`config.mk`:
```
export PLATFORM = sky130hd
export DESIGN_NAME = tagen_top
export DESIGN_NICKNAME = d
export VERILOG_FILES = /design/src/rtl/tagen_pkg.sv /design/src/rtl/tagen_decode.sv /design/src/rtl/tagen_addr.sv /design/src/rtl/tagen_top.sv
export SDC_FILE = /design/constraint.sdc
export NUM_CORES = 1
export LEC_CHECK = 0
export ABC_AREA = 0
export BUFFER_PORTS_ARGS = -buffer_cell sky130_fd_sc_hd__buf_4
export CORE_ASPECT_RATIO = 0.5
export CORE_MARGIN = 5
export CORE_UTILIZATION = 53
export CTS_CLUSTER_SIZE = 10
export DETAILED_ROUTE_END_ITERATION = 12
export HOLD_SLACK_MARGIN = 0.15
export PLACE_DENSITY = 0.93
export SYNTH_ARGS = -nofsm -noshare
export SYNTH_HDL_FRONTEND = slang
export SYNTH_SLANG_ARGS = --single-unit
```
`constraint.sdc`:
```
create_clock -name clk -period 9.1 [get_ports clk]
set_input_delay 1.82 -clock clk [delete_from_list [all_inputs] [get_ports clk]]
set_output_delay 1.82 -clock clk [all_outputs]
set_load 0.02 [all_outputs]
```
`src/rtl/tagen_pkg.sv`:
```
package tagen_pkg;
  localparam int AW    = 20;
  localparam int WW    = 24;
  localparam int DW    = 12;
  localparam int LW    = 3;
  localparam int RW    = 4;
  localparam int IW    = 32;
  localparam int LEG_W = 15;

  typedef enum logic [2:0] {
    CLS_NONE   = 3'd0,
    CLS_LEGACY = 3'd1,
    CLS_IMM    = 3'd2,
    CLS_IND    = 3'd3,
    CLS_SIMPLE = 3'd4
  } acls_t;

  typedef enum logic [1:0] {
    BSEL_ZERO = 2'd0,
    BSEL_B    = 2'd1,
    BSEL_PC   = 2'd2,
    BSEL_BAD  = 2'd3
  } bsel_t;

  typedef struct packed {
    logic n;
    logic i;
    logic x;
    logic b;
    logic p;
    logic e;
  } flags_t;

  function automatic logic [AW-1:0] sext_disp(input logic [DW-1:0] d);
    return {{(AW-DW){d[DW-1]}}, d};
  endfunction

  function automatic logic [AW-1:0] zext_disp(input logic [DW-1:0] d);
    return {{(AW-DW){1'b0}}, d};
  endfunction

  function automatic logic [AW-1:0] wrap_add(input logic [AW-1:0] a,
                                             input logic [AW-1:0] b);
    return a + b;
  endfunction
endpackage

```
`src/rtl/tagen_decode.sv`:
```
module tagen_decode
  import tagen_pkg::*;
(
  input  logic [IW-1:0]    instr_word,
  input  logic [1:0]       fmt_hint,
  output flags_t           flg,
  output logic             is_short,
  output logic             is_legacy,
  output logic             is_ext,
  output logic [LW-1:0]    length,
  output logic [DW-1:0]    disp,
  output logic [AW-1:0]    abs_field,
  output logic [LEG_W-1:0] leg_field,
  output logic [RW-1:0]    r1,
  output logic [RW-1:0]    r2,
  output acls_t            cls,
  output bsel_t            bsel,
  output logic             bad_mode,
  output logic             bad_idx
);
  localparam int FLAG_LO = IW - 12;
  logic new_form;

  assign flg       = instr_word[FLAG_LO+5:FLAG_LO];
  assign disp      = instr_word[FLAG_LO-1:FLAG_LO-DW];
  assign abs_field = instr_word[AW-1:0];
  assign leg_field = instr_word[FLAG_LO+2:FLAG_LO+3-LEG_W];

  assign is_short  = ~fmt_hint[1];
  assign is_legacy = ~is_short & ~flg.n & ~flg.i;
  assign new_form  = ~is_short & ~is_legacy;
  assign is_ext    = new_form & flg.e;

  always_comb begin
    if (is_short)    length = fmt_hint[0] ? LW'(2) : LW'(1);
    else if (is_ext) length = LW'(4);
    else             length = LW'(3);
  end

  assign r1 = (fmt_hint == 2'b01) ? instr_word[IW-9:IW-12]  : '0;
  assign r2 = (fmt_hint == 2'b01) ? instr_word[IW-13:IW-16] : '0;

  always_comb begin
    if (is_short)       cls = CLS_NONE;
    else if (is_legacy) cls = CLS_LEGACY;
    else if (!flg.n)    cls = CLS_IMM;
    else if (!flg.i)    cls = CLS_IND;
    else                cls = CLS_SIMPLE;
  end

  always_comb begin
    if (!new_form) bsel = BSEL_ZERO;
    else begin
      unique case ({flg.b, flg.p})
        2'b10:   bsel = BSEL_B;
        2'b01:   bsel = BSEL_PC;
        2'b11:   bsel = BSEL_BAD;
        default: bsel = BSEL_ZERO;
      endcase
    end
  end

  assign bad_mode = new_form & ((flg.b & flg.p) | (flg.e & (flg.b | flg.p)));
  assign bad_idx  = new_form & flg.x & (flg.n ^ flg.i);
endmodule

```
`src/rtl/tagen_addr.sv`:
```
module tagen_addr
  import tagen_pkg::*;
(
  input  logic             is_short,
  input  logic             is_legacy,
  input  logic             is_ext,
  input  logic             idx_flag,
  input  logic             bad,
  input  bsel_t            bsel,
  input  logic [LW-1:0]    length,
  input  logic [DW-1:0]    disp,
  input  logic [AW-1:0]    abs_field,
  input  logic [LEG_W-1:0] leg_field,
  input  logic [AW-1:0]    fetch_pc,
  input  logic [WW-1:0]    base_val,
  input  logic [WW-1:0]    index_val,
  output logic [AW-1:0]    next_pc,
  output logic [AW-1:0]    pre_idx,
  output logic [AW-1:0]    tgt
);
  logic [AW-1:0] idx_term;

  assign next_pc = wrap_add(fetch_pc, AW'(length));

  always_comb begin
    if (is_short)       pre_idx = '0;
    else if (is_legacy) pre_idx = AW'(leg_field);
    else begin
      unique case (bsel)
        BSEL_B:  pre_idx = wrap_add(base_val[AW-1:0], zext_disp(disp));
        BSEL_PC: pre_idx = wrap_add(next_pc, sext_disp(disp));
        BSEL_ZERO: pre_idx = is_ext ? abs_field : zext_disp(disp);
        default: pre_idx = '0;
      endcase
    end
  end

  assign idx_term = (idx_flag && !is_short) ? index_val[AW-1:0] : '0;
  assign tgt      = bad ? '0 : wrap_add(pre_idx, idx_term);
endmodule

```
`src/rtl/tagen_top.sv`:
```
module tagen_top
  import tagen_pkg::*;
(
  input  logic          clk,
  input  logic          rst_n,
  input  logic          in_valid,
  input  logic [31:0]   instr_word,
  input  logic [1:0]    fmt_hint,
  input  logic [19:0]   fetch_pc,
  input  logic [23:0]   base_val,
  input  logic [23:0]   index_val,
  output logic          out_valid,
  output logic [19:0]   tgt_addr,
  output logic [3:0]    reg1,
  output logic [3:0]    reg2,
  output logic [2:0]    instr_len,
  output logic [2:0]    addr_class,
  output logic          illegal
);
  flags_t           flg;
  logic             is_short, is_legacy, is_ext, bad_mode, bad_idx, bad_any;
  logic [LW-1:0]    length;
  logic [DW-1:0]    disp;
  logic [AW-1:0]    abs_field, next_pc, pre_idx, tgt_c;
  logic [LEG_W-1:0] leg_field;
  logic [RW-1:0]    r1, r2;
  acls_t            cls;
  bsel_t            bsel;

  tagen_decode u_dec (
    .instr_word(instr_word), .fmt_hint(fmt_hint), .flg(flg),
    .is_short(is_short), .is_legacy(is_legacy), .is_ext(is_ext),
    .length(length), .disp(disp), .abs_field(abs_field),
    .leg_field(leg_field), .r1(r1), .r2(r2), .cls(cls), .bsel(bsel),
    .bad_mode(bad_mode), .bad_idx(bad_idx)
  );

  assign bad_any = bad_mode | bad_idx;

  tagen_addr u_addr (
    .is_short(is_short), .is_legacy(is_legacy), .is_ext(is_ext),
    .idx_flag(flg.x), .bad(bad_any), .bsel(bsel), .length(length),
    .disp(disp), .abs_field(abs_field), .leg_field(leg_field),
    .fetch_pc(fetch_pc), .base_val(base_val), .index_val(index_val),
    .next_pc(next_pc), .pre_idx(pre_idx), .tgt(tgt_c)
  );

  always_ff @(posedge clk) begin
    if (!rst_n) begin
      out_valid  <= 1'b0;
      tgt_addr   <= '0;
      reg1       <= '0;
      reg2       <= '0;
      instr_len  <= '0;
      addr_class <= '0;
      illegal    <= 1'b0;
    end else begin
      out_valid  <= in_valid;
      tgt_addr   <= tgt_c;
      reg1       <= r1;
      reg2       <= r2;
      instr_len  <= length;
      addr_class <= cls;
      illegal    <= bad_any;
    end
  end

  // Assertions
  p_valid_lat_r11: assert property (@(posedge clk) disable iff (!rst_n)
    in_valid |=> out_valid);
  p_idle_lat_r11: assert property (@(posedge clk) disable iff (!rst_n)
    !in_valid |=> !out_valid);
  p_illegal_zero_r8: assert property (@(posedge clk) disable iff (!rst_n)
    (out_valid && illegal) |-> (tgt_addr == '0));
  p_short_quiet_r1: assert property (@(posedge clk) disable iff (!rst_n)
    (out_valid && addr_class == 3'd0) |-> (!illegal && tgt_addr == '0 && instr_len <= 3'd2));
  p_len_range_r5: assert property (@(posedge clk) disable iff (!rst_n)
    out_valid |-> (instr_len >= 3'd1 && instr_len <= 3'd4));
  p_idx_forbid_r8: assert property (@(posedge clk) disable iff (!rst_n)
    (!is_short && !is_legacy && flg.x && (flg.n != flg.i)) |=> illegal);
  p_legacy_ok_r2: assert property (@(posedge clk) disable iff (!rst_n)
    (out_valid && addr_class == 3'd1) |-> (!illegal && instr_len == 3'd3));
endmodule

```
==> summary.md, run 1 <==
| Metric | Value |
|---|---|
| Wire length per cell | `~17 microns` |
| Max Cap Violations | `0` |
| Sequential Power Share | `0.266` |
| CTS root buf | `clkbuf_16` |
| Die width | `138 microns` |
| PortBufs | `126` |
| Syn Area/Cell | `~8.0 sq um` |
| Fill cells | `~650` |
| Top_reg_cell synth | `dfxtp_1` |
| Pint | `slightly above 0.0004 W` |
| H-tree depth | `2` |
| RSZ-0062 raised after global routing | `no` |
| GRT busiest layer | `met2` |
| EDFF count, synth | `0` |
| Pwr Total | `0.000639 W` |
| Synth unique cells | `58` |
| Pin count of the biggest net entering global routing | `31` |
| Worst Path Arrival | `7.61 ns` |
| Core Area | `0.00800 sq mm` |
| Synthesized cell area | `0.00434 sq mm` |
| CP Launch Point | `fmt_hint[1]` |
| Vias | `between 4000 and 5000` |
| Setup violators final | `0` |
| # clock sinks | `36` |
| CTS tree | `done` |
| Critical path fanouts, max | `30` |
| Setup_tns | `0 ns` |
| Hold crit path type | `in2reg` |
| Global-route wire length before repair | `20500 microns` |
| Final period util | `0.814` |
| Max VDD drop | `0.0746 mV` |
| Hpwl dp | `roughly 11000 microns` |
| Commonest non-fill, non-tap cells in the layout | `buf_4 (130), ha_1 (67), nor2_1 (58)` |
| Hold Startpoint | `in_valid` |
| Crit end category | `flip-flop` |
| Max frequency | `0.135 GHz` |
| Final Hold Fails | `0` |
| Seq/Total Area, Yosys | `0.166` |
| Initial drt markers | `~460` |
| Syn_nets | `around 720` |
| Diode count | `0` |
| Vias per cell | `~6` |
| Worst slew pin tran | `between 0.8 and 0.9 ns` |
| DRC viols | `0` |
| Met2 Usage GRT | `0.417` |
| Final ANT Viol Nets | `0` |
| Util after Layout | `0.693` |
| Met1 Use GR | `0.321` |
| CP Launch Type | `input pin` |
| Sw Ratio | `0.359` |
| Hold buffers post-CTS | `0` |
| Synth async-reset ratio | `0` |
| Synthesized flop and latch total | `36` |
| Clock group share of total power | `0.262` |
| Routability cong. | `around 0.96` |
| Max-slew violation count | `0` |
| Status | `finished clean` |
| CTS buffer count | `5` |
| Minimum clock period | `7.41 ns` |
| Die height | `74 microns` |
| Initial antenna violation count | `0` |
| Switching Power | `0.000229 W` |
| Post-Route WL | `12900 microns` |
| Initial cell density of the core | `0.543` |
| Clk slew on worst S/H paths | `approximately 0.050 ns` |
| Detailed-router iteration count before antenna repair | `8` |
| Grt ovf | `0` |
| Cells after Synth | `546` |
| Synth warn | `0` |
| Crit path to | `tgt_addr[19]` |
| Die Area | `0.0102 sq mm` |
| Vias in the first global route | `4341` |
| Leakage | `just under 3 nW` |
| P per Cell Area | `115 mW/mm^2` |
| Share of cells above drive strength 1 | `0.222` |
| Most common cell after layout, fill and taps aside | `buf_4` |
| I/O pin cnt | `141` |
| Class of the most critical setup path | `in2reg` |
| Max-slew headroom | `0.454` |
| Post-CTS Setup Inserts | `0` |
| Longest Clk Path Bufs | `2` |
| Post-CTS Resized | `0` |
| Gr usage total | `0.242` |
| Comb power frac | `0.472` |
| Layout Nets | `845` |
| Row count | `23` |
| Final hold slack | `between 1.5 and 2 ns` |
| Required @ worst endpoint | `9.30 ns` |
| Area Overhead vs Synth | `27.7%` |
| M3 GR Usage | `0.0424` |
## cell usage after synthesis, types with 9 or more instances
library cell,n,area [sq um]
clkbuf_1,16,60.1
nor3_1,12,60.1
o21ai_0,21,105
and2_1,12,75.1
dfxtp_1,36,721
ha_1,67,838
nand3_1,9,45.0
nor2_1,58,218
nand2_1,36,135
xor2_1,25,219
a21o_1,27,203
xnor2_1,23,201
and3_1,27,169
a21oi_1,42,210
a211oi_1,9,67.6
inv_1,17,63.8
## area by class of cell
| type | count | area, sq um | share of cell area |
|---|---|---|---|
| Clock buffer | 8 | 146 | 0.0264 |
| Inverter | 17 | 63.8 | 0.0115 |
| Sequential cell | 36 | 721 | 0.130 |
| Tap cell | 112 | 140 | 0.0253 |
| Timing Repair Buffer | 130 | 976 | 0.176 |
| Multi-Input combinational cell | 477 | 3500 | 0.631 |
## logic make-up (layout without fill, tap and decap cells)
kind of cell / after synthesis / in the layout / synth area share
compound gates: 165 / 165 / 0.262
simple gates: 185 / 185 / 0.212
mux: 6 / 6 / 0.0138
buf+inv: 33 / 155 / 0.0285
fa+ha+maj: 73 / 73 / 0.221
xor+xnor: 48 / 48 / 0.0968
flops: 36 / 36 / 0.166
## sequential cells by signal, summed over array words and instances (netlist names)
signal      cells
illegal         1
tgt_addr       20
reg2            4
reg1            4
instr_len       3
out_valid       1
addr_class      3
## power by group through the flow
stage	clock network [W]	registers, W	logic [W]
5_1_grt	0.000178	0.000171	0.000330
3_5_place_dp	0	0.000173	0.000293
4_1_cts	0.000168	0.000170	0.000296
3_3_place_gp	0	0.000173	0.000285
6_report	0.000167	0.000170	0.000302
2_1_floorplan	0	0.000185	0.000182
## worst max-delay path: stages
cell and delay (ns):
buf_4 0.20, o211ai_1 0.11, buf_4 0.23, o21ai_0 0.16
fa_1 0.50, inv_1 0.04, ha_1 0.23, fa_1 0.48
a211oi_1 0.29, o21bai_1 0.16, o21ai_0 0.29, o21bai_1 0.11
a21oi_1 0.21, xnor2_1 0.12, a211oi_1 0.30, nor2_1 0.11
ha_1 0.36, and2_1 0.21, a221o_1 0.29, a21o_1 0.17
a31o_1 0.25, a21o_1 0.22, a2111oi_2 0.43, o31ai_1 0.15
a21oi_1 0.15
## per-stage QoR
step                      instance area [sq um]  setup slack [ns]  instances
final                                      5540              1.69        780
after global routing                       5540              1.40        780
after CTS                                  5540              1.78        780
after detailed placement                   5400              1.55        772
after global placement                     5400              1.63        772
after floorplan                            4340              1.91        546
## how the worst min path moves through the flow
stage / to / slack, ns / cells after the start
3_5_place_dp: out_valid / 2.03 / 2
3_3_place_gp: out_valid / 2.03 / 2
5_1_grt: out_valid / 1.75 / 2
6_report: out_valid / 1.75 / 2
4_1_cts: out_valid / 1.75 / 2
2_1_floorplan: addr_class[2] / 1.93 / 2
## metal layers
layer / up-vias / share of wire
li1: 2270 / -
met2: 280 / 0.47
met5: - / 0
met3: 33 / 0.098
met4: 0 / 0.021
met1: 2135 / 0.41
(Power assumes the default switching activity.)
==> run 2: changes to the inputs <==
==> constraint.sdc (replaced) <==
create_clock -name clk -period 6.9 [get_ports clk]
set_input_delay 1.38 -clock clk [delete_from_list [all_inputs] [get_ports clk]]
set_output_delay 1.38 -clock clk [all_outputs]
set_load 0.02 [all_outputs]
==> summary.md, run 2 (synthesized netlist as in run 1, its figures left out) <==
| Metric | Value |
|---|---|
| Status | `finished clean` |
| Initial drt markers | `525` |
| CTS tree | `done` |
| Max-slew violation count | `0` |
| Vias | `4694` |
| Worst Path Arrival | `6.72 ns` |
| Final hold slack | `1.32 ns` |
| Max reg flops | `20` |
| Hold crit path type | `in2reg` |
| Most common cell after layout, fill and taps aside | `buf_4` |
| Core Area | `about 0.0080 sq mm` |
| Diode count | `0` |
| Global-route wire length before repair | `roughly 21000 microns` |
| Share of cells above drive strength 1 | `0.228` |
| Die width | `about 140 microns` |
| Pwr Total | `about 0.00085 W` |
| Final ANT Viol Nets | `0` |
| Vias per cell | `5.99` |
| Hold Startpoint | `in_valid` |
| Most flops, register | `tgt_addr` |
| CP Launch Point | `instr_word[24]` |
| Hpwl dp | `~11000 microns` |
| Required @ worst endpoint | `between 7 and 8 ns` |
| P per Cell Area | `between 150 and 200 mW/mm^2` |
| Final period util | `0.953` |
| Die height | `74 microns` |
| Post-Route WL | `13200 microns` |
| Worst slew pin tran | `0.830 ns` |
| Pin count of the biggest net entering global routing | `29` |
| Setup ws final | `0.326 ns` |
| Crit end category | `flip-flop` |
| Area Overhead vs Synth | `28.4%` |
| Final Hold Fails | `0` |
| Max Cap Violations | `0` |
| Detailed-router iteration count before antenna repair | `6` |
| Max VDD drop | `0.105 mV` |
| Initial antenna violation count | `0` |
| Layout Nets | `848` |
| Pre-CTS WS | `-0.0225 ns` |
| Commonest non-fill, non-tap cells in the layout | `buf_4 (133), ha_1 (67), nor2_1 (58)` |
| CP Launch Type | `input pin` |
| H-tree depth | `2` |
| Vias in the first global route | `4495` |
| Longest Clk Path Bufs | `2` |
| Minimum clock period | `6.57 ns` |
| I/O pin cnt | `141` |
| Max-slew headroom | `0.443` |
| PortBufs | `about 130` |
| Leakage | `2.91 nW` |
| Gr usage total | `0.244` |
| Die Area | `0.0102 sq mm` |
| Max frequency | `approximately 0.15 GHz` |
| Grt ovf | `0` |
| Row count | `23` |
| CTS buffer count | `5` |
| Largest regs | `tgt_addr: 20 flops, reg1: 4 flops, reg2: 4 flops` |
| Wire length per cell | `approximately 17 microns` |
| CTS root buf | `clkbuf_16` |
| Critical path fanouts, max | `6` |
| Class of the most critical setup path | `in2reg` |
| RSZ-0062 raised after global routing | `no` |
| # clock sinks | `36` |
| Initial cell density of the core | `0.543` |
| Clk slew on worst S/H paths | `0.05 ns` |
| Setup violators final | `0` |
| Routability cong. | `0.960` |
| DRC viols | `0` |
==> run 2: cell count changes in the layout (fill, tap and decap cells not counted), sizes merged <==
cell / previous run / this run
buf: 130 / 133
==> run 2: repair_timing <==
action | in CTS | in global routing
hold buffers | 0 | 0
gates resized for setup | 0 | 4
buffers inserted | 0 | 0
endpoints found under the setup margin | 0 | 1
==> run 2: cell type report <==
type                            count  area, sq um
Inverter                           17         63.8
Fill cell                         652         2420
Multi-Input combinational cell    477         3510
Tap cell                          112          140
Timing Repair Buffer              133          998
Clock buffer                        8          146
Sequential cell                    36          721
==> run 2: path summary, 6_finish.rpt <==
kind	endpoint	slack [ns]	cells after the start
min	out_valid	1.32	2
max	tgt_addr[19]	0.33	25
==> run 2: critical path, stage by stage <==
cell and delay (ns):
buf_4 0.14, o211ai_1 0.22, o21ai_1 0.14, fa_1 0.50
inv_1 0.04, ha_1 0.23, fa_1 0.51, a211oi_2 0.26
o21bai_1 0.15, o21ai_1 0.21, buf_4 0.14, xnor2_1 0.07
o221ai_1 0.18, a21oi_1 0.07, nor3_1 0.28, ha_1 0.35
nand2_1 0.10, o21ai_1 0.11, a221o_1 0.33, a21o_1 0.18
a31o_1 0.24, a21o_1 0.22, a2111oi_2 0.43, a2111o_1 0.17
a21oi_1 0.06
==> run 2: power by group <==
| group | internal (W) | switching, W | total (W) |
|---|---|---|---|
| clock | 0.000144 | 0.0000801 | 0.000224 |
| sequential | 0.000221 | 0.00000317 | 0.000224 |
| combinational | 0.000180 | 0.000227 | 0.000407 |
| total | 0.000544 | 0.000310 | 0.000854 |
==> run 2: per-stage QoR <==
step                utilization  cells  setup TNS (ns)  area, sq um
detailed placement        0.678    775         -0.0225         5420
CTS                       0.696    783               0         5570
global route              0.697    783               0         5580
finish                    0.697    783               0         5580
global placement          0.678    775               0         5420
floorplan                     -    546               0         4340
==> run 2: layer usage <==
layer / up-vias / part of all wire / global-route usage
li1: 2270 / - / -
met1: 2120 / 0.41 / 0.312
met2: 275 / 0.48 / 0.437
met3: 29 / 0.096 / 0.0411
met4: 0 / 0.017 / 0.0690
met5: - / 0 / 0
